## src/rtl/freq_wdog_pkg.sv

```systemverilog
package freq_wdog_pkg;
  localparam int unsigned DEPTH_W_DEF   = 7;
  localparam int unsigned DEPTH_RST_DEF = 8;
  localparam int unsigned CODE_W_DEF    = 5;

  // Choose the fallback frequency code from the two possible sources.
  function automatic logic [CODE_W_DEF-1:0] pick_code(
    input logic                  use_safe,
    input logic [CODE_W_DEF-1:0] safe_c,
    input logic [CODE_W_DEF-1:0] strap_c
  );
    return use_safe ? safe_c : strap_c;
  endfunction
endpackage

```

## src/rtl/wdog_counter.sv

```systemverilog
module wdog_counter #(
  parameter int unsigned DEPTH_W   = 7,
  parameter int unsigned DEPTH_RST = 8
) (
  input  logic               clk,
  input  logic               rst_n,
  input  logic               tick,
  input  logic               ctl_we,
  input  logic               ctl_en,
  input  logic               depth_we,
  input  logic [DEPTH_W-1:0] depth_wdata,
  output logic               running,
  output logic [DEPTH_W-1:0] depth_view,
  output logic               flag,
  output logic               expire
);
  localparam logic [DEPTH_W-1:0] ONE = DEPTH_W'(1);

  logic [DEPTH_W-1:0] depth_q;
  logic [DEPTH_W-1:0] count_q;
  logic               last_unit;

  // A count of 0 or 1 runs out on the next tick.
  assign last_unit  = (count_q <= ONE);
  assign expire     = running && tick && !ctl_we && last_unit;
  assign depth_view = running ? count_q : depth_q;

  always_ff @(posedge clk or negedge rst_n) begin
    if (!rst_n) begin
      depth_q <= DEPTH_W'(DEPTH_RST);
    end else if (depth_we) begin
      depth_q <= depth_wdata;
    end
  end

  always_ff @(posedge clk or negedge rst_n) begin
    if (!rst_n) begin
      running <= 1'b0;
      count_q <= '0;
      flag    <= 1'b0;
    end else if (ctl_we) begin
      running <= ctl_en;
      if (ctl_en) begin
        count_q <= depth_q;
        flag    <= 1'b0;
      end
    end else if (running && tick) begin
      if (last_unit) begin
        running <= 1'b0;
        count_q <= '0;
        flag    <= 1'b1;
      end else begin
        count_q <= count_q - ONE;
      end
    end
  end
endmodule

```

## src/rtl/wdog_pulse.sv

```systemverilog
module wdog_pulse #(
  parameter int unsigned PULSE_TICKS = 1
) (
  input  logic clk,
  input  logic rst_n,
  input  logic tick,
  input  logic fire,
  output logic rst_out_n
);
  localparam int unsigned PW = $clog2(PULSE_TICKS + 1);

  logic [PW-1:0] left_q;
  logic          active;

  assign active    = (left_q != '0);
  assign rst_out_n = !active;

  always_ff @(posedge clk or negedge rst_n) begin
    if (!rst_n) begin
      left_q <= '0;
    end else if (active) begin
      // A pulse in progress ignores any new expiry.
      if (tick) left_q <= left_q - PW'(1);
    end else if (fire) begin
      left_q <= PW'(PULSE_TICKS);
    end
  end
endmodule

```

## src/rtl/wdog_fallback.sv

```systemverilog
module wdog_fallback #(
  parameter int unsigned CODE_W = 5
) (
  input  logic              clk,
  input  logic              rst_n,
  input  logic              fire,
  input  logic              safe_sel,
  input  logic [CODE_W-1:0] safe_code,
  input  logic [CODE_W-1:0] strap_code,
  output logic              fb_req,
  output logic [CODE_W-1:0] fb_code
);
  always_ff @(posedge clk or negedge rst_n) begin
    if (!rst_n) begin
      fb_req  <= 1'b0;
      fb_code <= '0;
    end else begin
      fb_req <= fire;
      if (fire) fb_code <= safe_sel ? safe_code : strap_code;
    end
  end
endmodule

```

## src/rtl/freq_wdog.sv

```systemverilog
module freq_wdog #(
  parameter int unsigned DEPTH_W     = freq_wdog_pkg::DEPTH_W_DEF,
  parameter int unsigned DEPTH_RST   = freq_wdog_pkg::DEPTH_RST_DEF,
  parameter int unsigned CODE_W      = freq_wdog_pkg::CODE_W_DEF,
  parameter int unsigned PULSE_TICKS = 1
) (
  input  logic               clk,
  input  logic               rst_n,
  input  logic               tick,
  input  logic               ctl_we,
  input  logic               ctl_en,
  input  logic               depth_we,
  input  logic [DEPTH_W-1:0] depth_wdata,
  input  logic               safe_sel,
  input  logic [CODE_W-1:0]  safe_code,
  input  logic [CODE_W-1:0]  strap_code,
  output logic               run_rd,
  output logic [DEPTH_W-1:0] depth_rd,
  output logic               timeout_flag,
  output logic               fb_req,
  output logic [CODE_W-1:0]  fb_code,
  output logic               rst_out_n
);
  logic fire;

  wdog_counter #(.DEPTH_W(DEPTH_W), .DEPTH_RST(DEPTH_RST)) u_cnt (
    .clk(clk), .rst_n(rst_n), .tick(tick),
    .ctl_we(ctl_we), .ctl_en(ctl_en),
    .depth_we(depth_we), .depth_wdata(depth_wdata),
    .running(run_rd), .depth_view(depth_rd),
    .flag(timeout_flag), .expire(fire)
  );

  wdog_pulse #(.PULSE_TICKS(PULSE_TICKS)) u_pulse (
    .clk(clk), .rst_n(rst_n), .tick(tick), .fire(fire),
    .rst_out_n(rst_out_n)
  );

  wdog_fallback #(.CODE_W(CODE_W)) u_fb (
    .clk(clk), .rst_n(rst_n), .fire(fire),
    .safe_sel(safe_sel), .safe_code(safe_code), .strap_code(strap_code),
    .fb_req(fb_req), .fb_code(fb_code)
  );
endmodule

```

## config.mk

```make
export PLATFORM = sky130hd
export DESIGN_NAME = freq_wdog
export DESIGN_NICKNAME = d
export VERILOG_FILES = /design/src/rtl/freq_wdog_pkg.sv /design/src/rtl/wdog_counter.sv /design/src/rtl/wdog_pulse.sv /design/src/rtl/wdog_fallback.sv /design/src/rtl/freq_wdog.sv
export SDC_FILE = /design/constraint.sdc
export NUM_CORES = 1
export LEC_CHECK = 0
export ABC_AREA = 1
export BUFFER_PORTS_ARGS = -buffer_cell sky130_fd_sc_hd__buf_2
export CAP_MARGIN = 20
export CORE_UTILIZATION = 52
export CTS_BUF_LIST = sky130_fd_sc_hd__clkbuf_2
export CTS_CLUSTER_SIZE = 20
export DETAILED_ROUTE_END_ITERATION = 10
export PLACE_DENSITY = 0.78
export SYNTH_ARGS = -nofsm -noshare
export SYNTH_HDL_FRONTEND = slang
export SYNTH_SLANG_ARGS = --single-unit
```

## constraint.sdc

```tcl
create_clock -name clk -period 1.7 [get_ports clk]
set_input_delay 0.17 -clock clk [delete_from_list [all_inputs] [get_ports clk]]
set_output_delay 0.17 -clock clk [all_outputs]
set_load 0.02 [all_outputs]
```

==> impl_metrics.json, run 1 <==
{
  "outcome": "complete, no violations",
  "viasPerCell": 5.16,
  "diodes": 0,
  "io_buffer_count": 39,
  "fin_total_pwr_mw": 1.34,
  "post_cts_resized": 0,
  "die-width_um": 51.2,
  "vias": 1212,
  "start_util": 0.559,
  "ctsHoldBuffers": 2,
  "cp_slowest_cell": "dfrtp_1",
  "cts-root-buf": "clkbuf_2",
  "drc_errors": 0,
  "cp.buffers_inverters": 2,
  "routed_wl_um": 2920,
  "core-area_sq_um": 2250,
  "initialDrtViolationCount": 36,
  "worstRegToRegCells": 7,
  "grt_pass1_wl_um": 4610,
  "drv_cap": 0,
  "syn-num-nets": 187,
  "power_density_nw_per_um2": 865,
  "period_share": 0.941,
  "ys_seq_elements": 23,
  "row_count": 17,
  "min_from": "depth_wdata[0]",
  "pwr-share-comb": 0.313,
  "irDropWorstVdd_mv": 0.661,
  "slowest_delay_ps": 440,
  "critPathLaunchType": "register",
  "clk_pin_slew_ps": 220,
  "yosysSeqAreaShare": 0.458,
  "die_h_um": 51.2,
  "clkPwrFrac": 0.173,
  "clkLatencyLatePin_ps": 340,
  "hpwl_um": 2240,
  "antenna_found_initial": 0,
  "cts_buffers": 3,
  "endpoint_kind": "primary output",
  "netlist_instances": 161,
  "timing.setup.tns_ps": 0,
  "timing.rr.start": "u_cnt.count_q[1]",
  "ios": 40,
  "area_growth_pct": 23.0,
  "detail_route.wl_per_cell_um": 12.4,
  "fin_nets": 234,
  "cp_top_family": "flip-flops",
  "avgSynthCellArea_sq_um": 7.83,
  "netSwitchingFraction": 0.377,
  "yosysWarnings": 0,
  "first_pass_iters": 4,
  "cp_cell_sequence": "buf_4, o21ai_0, buf_2",
  "worstMarginPinSlew_ps": 504,
  "ys_types": 20,
  "hold_end": "u_cnt.depth_q[0]",
  "rsz0062_at_grt": "false",
  "dieArea_sq_um": 2620,
  "seq_power_share": 0.514,
  "fmax_ghz": 0.625,
  "finalClockSkew_ps": 4.68,
  "hold_viol_final": 0,
  "grt_pass1_vias": 1090,
  "grt_start_max_net_pins": 24,
  "p_leak_nw": 0.850,
  "p_int_uw": 835,
  "crit_start": "u_cnt.running",
  "antenna_left": 0,
  "whs_path_depth": 3,
  "path_class": "register to primary output",
  "numClockSinks": 23,
  "grt_usage": 0.237,
  "arrival_ps": 1430,
  "cp_max_fo": 15,
  "cts_tree": "built",
  "layout-drive-gt1-share": 0.285,
  "relSlewSlack": 0.664,
  "grt_overflow_total": 0,
  "gp_congestion": 0.937,
  "hp-class": "input pin to register",
  "rr_endpoint": "u_cnt.count_q[6]",
  "r2r_slack_ps": 190,
  "post-route-min-period_ps": 1600,
  "p_sw_uw": 506,
  "finalSetupViolCount": 0,
  "clk_path_buf_depth": 2,
  "post_cts_buffers": 0,
  "cp.required_ps": 1530,
  "syn-cell-area_sq_um": 1260,
  "finalMaxSlewViolations": 0,
  "h-tree-depth": 1
}
==> power groups by stage <==
stage	clock network (mW)	registers [mW]	logic (mW)
after global routing	0.249	0.701	0.466
final	0.232	0.689	0.419
after global placement	0	0.695	0.395
after floorplan	0	0.698	0.261
after CTS	0.236	0.689	0.417
after detailed placement	0	0.699	0.412
==> cell usage in the layout, fill, tap and decap left out <==
master	synthesis	layout
nand2_1	50	50
buf_2	0	39
o21ai_0	22	22
dfrtp_1	22	22
inv_1	15	15
nor2_1	11	11
nand3_1	10	10
a21oi_1	7	7
mux2_2	5	5
clkbuf_2	0	4
dlygate4sd3_1	0	4
nor2_2	3	3
nand2_2	2	2
nor2_4	2	2
nand4_1	2	2
ha_1	2	2
nor2_8	1	1
o21ai_1	1	1
inv_4	1	1
nand3b_1	1	1
xor2_1	1	1
buf_4	0	1
dfstp_2	1	1
==> Yosys cell counts, drive strengths merged <==
library cell | n | area, sq um
nand3b | 1 | 7.51
dfrtp | 22 | 551
xor2 | 1 | 8.76
o21ai | 23 | 115
nand3 | 10 | 50.1
inv | 16 | 62.6
nand4 | 2 | 12.5
nor2 | 17 | 103
dfstp | 1 | 26.3
nand2 | 52 | 200
mux2 | 5 | 56.3
clkbuf | 2 | 7.51
ha | 2 | 25.0
a21oi | 7 | 35.0
==> worst min-delay path: stages <==
cell     delay (ps)
buf_2            70
nand2_1          40
o21ai_0          50
==> per-stage QoR <==
| step | hold WS, ps | area [sq um] | util | setup WS (ps) | instances |
|---|---|---|---|---|---|
| finish | 5.81 | 1550 | 0.688 | 101 | 235 |
| detailed placement | 170 | 1490 | 0.661 | 241 | 227 |
| global placement | 158 | 1490 | 0.661 | 284 | 227 |
| global route | 10.3 | 1550 | 0.688 | 65.3 | 235 |
| CTS | 1.56 | 1530 | 0.679 | 102 | 233 |
| floorplan | -126 | 1260 | - | 324 | 161 |
==> logic make-up after synthesis <==
| logic type | after synthesis | share of synthesized area |
|---|---|---|
| flops | 23 | 0.458 |
| buf+inv | 18 | 0.0556 |
| mux | 5 | 0.0447 |
| compound gates | 30 | 0.119 |
| simple gates | 82 | 0.296 |
| fa+ha+maj | 2 | 0.0199 |
| xor+xnor | 1 | 0.00695 |
==> state kept, by name (all words and copies together) (netlist names) <==
| signal | flops |
|---|---|
| u_cnt.count_q | 7 |
| u_cnt.depth_q | 7 |
| u_cnt.flag | 1 |
| u_cnt.running | 1 |
| u_fb.fb_code | 5 |
| u_fb.fb_req | 1 |
| u_pulse.active | 1 |
==> metal layers <==
| metal | GRT usage | up-vias | part of all wire |
|---|---|---|---|
| met3 | 0.0357 | 5 | 0.052 |
| met2 | 0.397 | 44 | 0.49 |
| met4 | 0.0901 | 0 | 0.013 |
| met5 | 0 | - | 0 |
| met1 | 0.309 | 550 | 0.44 |
| li1 | - | 613 | - |
==> area by class of cell <==
type	instances	area, sq um
Tap cell	28	35.0
Fill cell	222	704
Timing Repair Buffer	44	243
Sequential cell	23	577
Multi-Input combinational cell	120	613
Clock buffer	4	20.0
Inverter	16	62.6
==> worst max path at each step <==
| stage | endpoint | slack (ps) | cells past startpoint |
|---|---|---|---|
| after global routing | u_cnt.count_q[6] | 70 | 7 |
| after global placement | u_cnt.count_q[6] | 280 | 7 |
| after CTS | depth_rd[4] | 100 | 3 |
| after detailed placement | u_cnt.count_q[6] | 240 | 7 |
| final | depth_rd[4] | 100 | 3 |
| after floorplan | depth_rd[3] | 320 | 2 |
(Power assumes the default switching activity.)
==> run 2: changes to the inputs <==
--- a/config.mk
+++ b/config.mk
@@ -12,7 +12,9 @@
 export CTS_BUF_LIST = sky130_fd_sc_hd__clkbuf_2
 export CTS_CLUSTER_SIZE = 20
 export DETAILED_ROUTE_END_ITERATION = 10
+export GPL_ROUTABILITY_DRIVEN = 0
 export PLACE_DENSITY = 0.78
+export REMOVE_ABC_BUFFERS = 1
 export SYNTH_ARGS = -nofsm -noshare
 export SYNTH_HDL_FRONTEND = slang
 export SYNTH_SLANG_ARGS = --single-unit
==> run 2 against run 1 <==
  * Flip-flop and latch count unchanged
  * Largest power group unchanged
  * Critical endpoint is now u_cnt.count_q[4]
  * Die area unchanged
  * Combinational power about the same
  * Worst hold slack improved by 17 ps
==> impl_metrics.json, run 2 (synthesis gave the netlist of run 1 again) <==
{
  "outcome": "complete, no violations",
  "first_pass_iters": 4,
  "viasPerCell": 5.30,
  "finalClockSkew_ps": 2.12,
  "p_leak_nw": 0.841,
  "path_class": "register to register",
  "initialDrtViolationCount": 56,
  "clk_path_buf_depth": 2,
  "io_buffer_count": 39,
  "grt_pass1_vias": 1130,
  "endpoint_kind": "register",
  "grt_start_max_net_pins": 24,
  "mostFrequentLayoutCells": "nand2_1 (50), buf_2 (39), o21ai_0 (22), dfrtp_1 (22), inv_1 (15)",
  "worstMarginPinSlew_ps": 506,
  "finalSetupViolCount": 0,
  "ios": 40,
  "relSlewSlack": 0.662,
  "hpwl_um": 2240,
  "die_h_um": 51.2,
  "post_cts_buffers": 0,
  "area_growth_pct": 21.5,
  "clk_pin_slew_ps": 200,
  "cp.required_ps": 1970,
  "die-width_um": 51.2,
  "grt_overflow_total": 0,
  "fin_nets": 232,
  "period_share": 0.903,
  "antenna_found_initial": 0,
  "cts-root-buf": "clkbuf_2",
  "numClockSinks": 23,
  "detail_route.wl_per_cell_um": 12.2,
  "drv_cap": 0,
  "cts_tree": "built",
  "dieArea_sq_um": 2620,
  "finalMaxSlewViolations": 0,
  "diodes": 0,
  "cts_buffers": 3,
  "layout_commonest_cell": "nand2_1",
  "core-area_sq_um": 2250,
  "rsz0062_at_grt": "false",
  "row_count": 17,
  "timing.setup.tns_ps": 0,
  "power_density_nw_per_um2": 870,
  "hold_viol_final": 0,
  "hp-class": "input pin to register",
  "grt_usage": 0.255,
  "top_regs": "u_cnt.count_q (7), u_cnt.depth_q (7), u_fb.fb_code (5)",
  "routed_wl_um": 2850,
  "start_util": 0.559,
  "grt_pass1_wl_um": 4900,
  "clkLatencyLatePin_ps": 330,
  "drc_errors": 0,
  "vias": 1234,
  "irDropWorstVdd_mv": 0.708,
  "layout-drive-gt1-share": 0.288,
  "whs_ps": 23.2,
  "h-tree-depth": 1,
  "cp_max_fo": 9,
  "post-route-min-period_ps": 1530,
  "antenna_left": 0,
  "critPathLaunchType": "register",
  "fmax_ghz": 0.652,
  "arrival_ps": 1810
}
==> run 2: cell count changes in the layout (fill, tap and decap cells not counted) <==
| cell | change |
|---|---|
| dlygate4sd3_1 | -2 |
==> run 2: final cells by class <==
class | instances | area [sq um]
multi-input combinational | 120 | 613
tap | 28 | 35.0
timing repair buffer | 42 | 223
fill | 211 | 724
sequential | 23 | 577
inverter | 16 | 62.6
clock buffer | 4 | 20.0
==> run 2: timing repair <==
action / 4_1_cts / 5_1_grt
hold buffers: 1 / 1
endpoints found under the setup margin: 0 / 0
hold endpoints to repair: 22 / 1
gates resized for setup: 0 / 0
==> run 2: per-layer routing <==
metal / global-route usage / vias up / routed length [um]
li1: - / 609 / -
met3: 0.0357 / 5 / 109
met4: 0.113 / 0 / 34
met1: 0.353 / 582 / 1310
met5: 0 / - / 0
met2: 0.397 / 38 / 1400
==> run 2: critical path: stages (launching register included) <==
cell and delay [ps]:
dfrtp_1 470, inv_1 100, ha_1 190, nand2_1 110, nor2_4 60, nor2_4 250, nand3_1 140, a21oi_1 160
==> run 2: final timing paths <==
path	slack [ps]	cells after the start	to	startpoint
max in group asynchronous	1020	2	u_cnt.depth_q[3]	rst_n
setup / recovery	170	7	u_cnt.count_q[4]	u_cnt.count_q[1]
hold reg to reg	500	2	u_fb.fb_code[4]	u_fb.fb_code[4]
hold / removal	20	3	u_cnt.depth_q[5]	depth_wdata[5]
setup reg to reg	170	7	u_cnt.count_q[4]	u_cnt.count_q[1]
min in group asynchronous	320	2	u_pulse.active	rst_n
==> run 2: report_power, final <==
group	switching, mW	internal, mW	total [mW]
clock	0.157	0.0623	0.219
sequential	0.0780	0.615	0.693
combinational	0.264	0.155	0.419
total	0.499	0.832	1.33
==> run 2: stage by stage <==
stage	total power, mW	instances	utilization	cell area, sq um	setup slack [ps]
6_report	1.33	233	0.679	1530	165
5_1_grt	1.42	233	0.679	1530	47.6
4_1_cts	1.33	232	0.674	1520	167
3_5_place_dp	1.11	227	0.661	1490	211
3_3_place_gp	1.09	227	0.661	1490	279
2_1_floorplan	0.955	159	-	1250	258
==> run 3: changes to the inputs <==
--- a/config.mk
+++ b/config.mk
@@ -15,6 +15,7 @@
 export GPL_ROUTABILITY_DRIVEN = 0
 export PLACE_DENSITY = 0.78
 export REMOVE_ABC_BUFFERS = 1
+export SETUP_SLACK_MARGIN = 0.5
 export SYNTH_ARGS = -nofsm -noshare
 export SYNTH_HDL_FRONTEND = slang
 export SYNTH_SLANG_ARGS = --single-unit
==> constraint.sdc (replaced) <==
create_clock -name clk -period 1.7 [get_ports clk]
set_input_delay 0.34 -clock clk [delete_from_list [all_inputs] [get_ports clk]]
set_output_delay 0.34 -clock clk [all_outputs]
set_load 0.02 [all_outputs]
==> run 3 against run 2 <==
  * Combinational power up 90%
  * Clock power up 7%
  * Die area unchanged
  * Cell count up 10%
  * Flip-flop and latch count unchanged
  * Clock-buffer cell count unchanged
  * Wire length up 79%
  * Critical path depth down 4
  * Critical path type is now register to primary output
  * Largest cell class unchanged
  * Largest power group is now combinational logic
==> impl_metrics.json, run 3 (synthesis gave the netlist of run 1 again) <==
{
  "finalSetupViolCount": 0,
  "rr_endpoint": "u_fb.fb_code[2]",
  "cts_tree": "built",
  "finalMaxSlewViolations": 0,
  "die-width_um": 51.2,
  "cp.required_ps": 1360,
  "seq_power_share": 0.421,
  "relSlewSlack": 0.648,
  "path_class": "register to primary output",
  "antenna_found_initial": 0,
  "outcome": "complete, no violations",
  "viasPerCell": 6.07,
  "cp_max_fo": 7,
  "slowest_delay_ps": 510,
  "diodes": 0,
  "grt_overflow_total": 0,
  "p_int_mw": 1.05,
  "cts-root-buf": "clkbuf_2",
  "grt_pass1_wl_um": 5890,
  "mostFrequentLayoutCells": "nand2_1 (34), buf_2 (24), buf_6 (22)",
  "pwr-share-comb": 0.447,
  "worstRegToRegCells": 9,
  "start_util": 0.559,
  "first_pass_iters": 4,
  "clkPwrFrac": 0.132,
  "hold_end": "u_cnt.depth_q[4]",
  "power_density_nw_per_um2": 856,
  "hold_viol_final": 0,
  "netSwitchingFraction": 0.412,
  "routed_wl_um": 5100,
  "whs_path_depth": 3,
  "cp_cell_sequence": "buf_6, o21ai_2, buf_4",
  "ios": 40,
  "dieArea_sq_um": 2620,
  "antenna_left": 0,
  "drv_cap": 0,
  "whs_ps": 181,
  "clk_pin_slew_ps": 220,
  "min_from": "depth_wdata[4]",
  "die_h_um": 51.2,
  "p_leak_nw": 1.04,
  "drc_errors": 0,
  "timing.rr.start": "u_cnt.count_q[4]",
  "p_sw_uw": 735,
  "fin_nets": 256,
  "worstMarginPinSlew_ps": 527,
  "initialDrtViolationCount": 90,
  "fin_total_pwr_mw": 1.78,
  "fin_util": 0.924,
  "hpwl_um": 2240,
  "grt_pass1_vias": 1299,
  "cp_top_family": "flip-flops",
  "clk_path_buf_depth": 2,
  "vias": 1560,
  "irDropWorstVdd_mv": 0.768,
  "cp.buffers_inverters": 2,
  "row_count": 17,
  "numClockSinks": 23,
  "post-route-min-period_ps": 1690,
  "io_buffer_count": 39,
  "hp-class": "input pin to register",
  "rsz0062_at_grt": "true",
  "grt_start_max_net_pins": 24,
  "layout_commonest_cell": "nand2_1",
  "finalClockSkew_ps": 4.66,
  "grt_usage": 0.313,
  "cp_slowest_cell": "dfrtp_2",
  "top_regs": "u_cnt.count_q (7), u_cnt.depth_q (7), u_fb.fb_code (5)",
  "critPathLaunchType": "register",
  "core-area_sq_um": 2250,
  "endpoint_kind": "primary output",
  "r2r_slack_ps": 160,
  "arrival_ps": 1350,
  "period_share": 0.991,
  "layout-drive-gt1-share": 0.611,
  "detail_route.wl_per_cell_um": 19.8,
  "clkLatencyLatePin_ps": 340,
  "fmax_ghz": 0.593,
  "h-tree-depth": 1,
  "area_growth_pct": 65.3,
  "cts_buffers": 3
}
-- run 3: layer usage --
layer	GRT usage	part of all wire	vias up
met5	0	0	-
met4	0.144	0.061	0
met3	0.0446	0.086	31
met2	0.520	0.50	113
met1	0.404	0.35	749
li1	-	-	667
-- run 3: layout make-up --
class                           instances  area, sq um
Inverter                               16         65.1
Sequential cell                        23          586
Timing Repair Buffer                   65          520
Multi-Input combinational cell        121          857
Clock buffer                            4         20.0
Fill cell                              83          171
Tap cell                               28         35.0
-- run 3: per-stage QoR --
stage	setup TNS, ps	setup WS [ps]	area (sq um)	std cells
2_1_floorplan	0	258	1250	159
3_3_place_gp	0	279	1490	227
3_5_place_dp	0	211	1490	227
4_1_cts	0	96.5	1850	248
5_1_grt	-13.0	-13.0	2080	257
6_report	0	14.5	2080	257
-- run 3: tightest hold or removal path: stages --
cell and delay (ps):
buf_2 70, nand2_1 40, o21ai_0 60
-- run 3: timing repair --
action | 4_1_cts | 5_1_grt
gates resized for setup | 71 | 51
setup buffers | 15 | 8
gates cloned | 1 | 1
endpoints found under the hold margin | 22 | 0
hold buffers | 1 | 0
pin swaps | 17 | 20
setup endpoints to repair | 32 | 32
-- run 3: power by group through the flow --
stage / sequential (mW) / combinational [mW] / clock [mW]
final: 0.751 / 0.798 / 0.235
after global routing: 0.759 / 0.838 / 0.258
after CTS: 0.713 / 0.607 / 0.224
after detailed placement: 0.702 / 0.413 / 0
after global placement: 0.696 / 0.397 / 0
after floorplan: 0.701 / 0.254 / 0
-- run 3: worst max path at each step --
stage | to | slack, ps | start | depth (start not counted)
floorplan | u_cnt.flag | 260 | u_cnt.running | 7
global placement | u_cnt.count_q[3] | 280 | u_cnt.count_q[1] | 7
detailed placement | u_cnt.count_q[5] | 210 | u_cnt.count_q[1] | 7
CTS | depth_rd[2] | 100 | u_cnt.running | 3
global route | depth_rd[2] | -10 | u_cnt.running | 3
finish | depth_rd[2] | 10 | u_cnt.running | 3
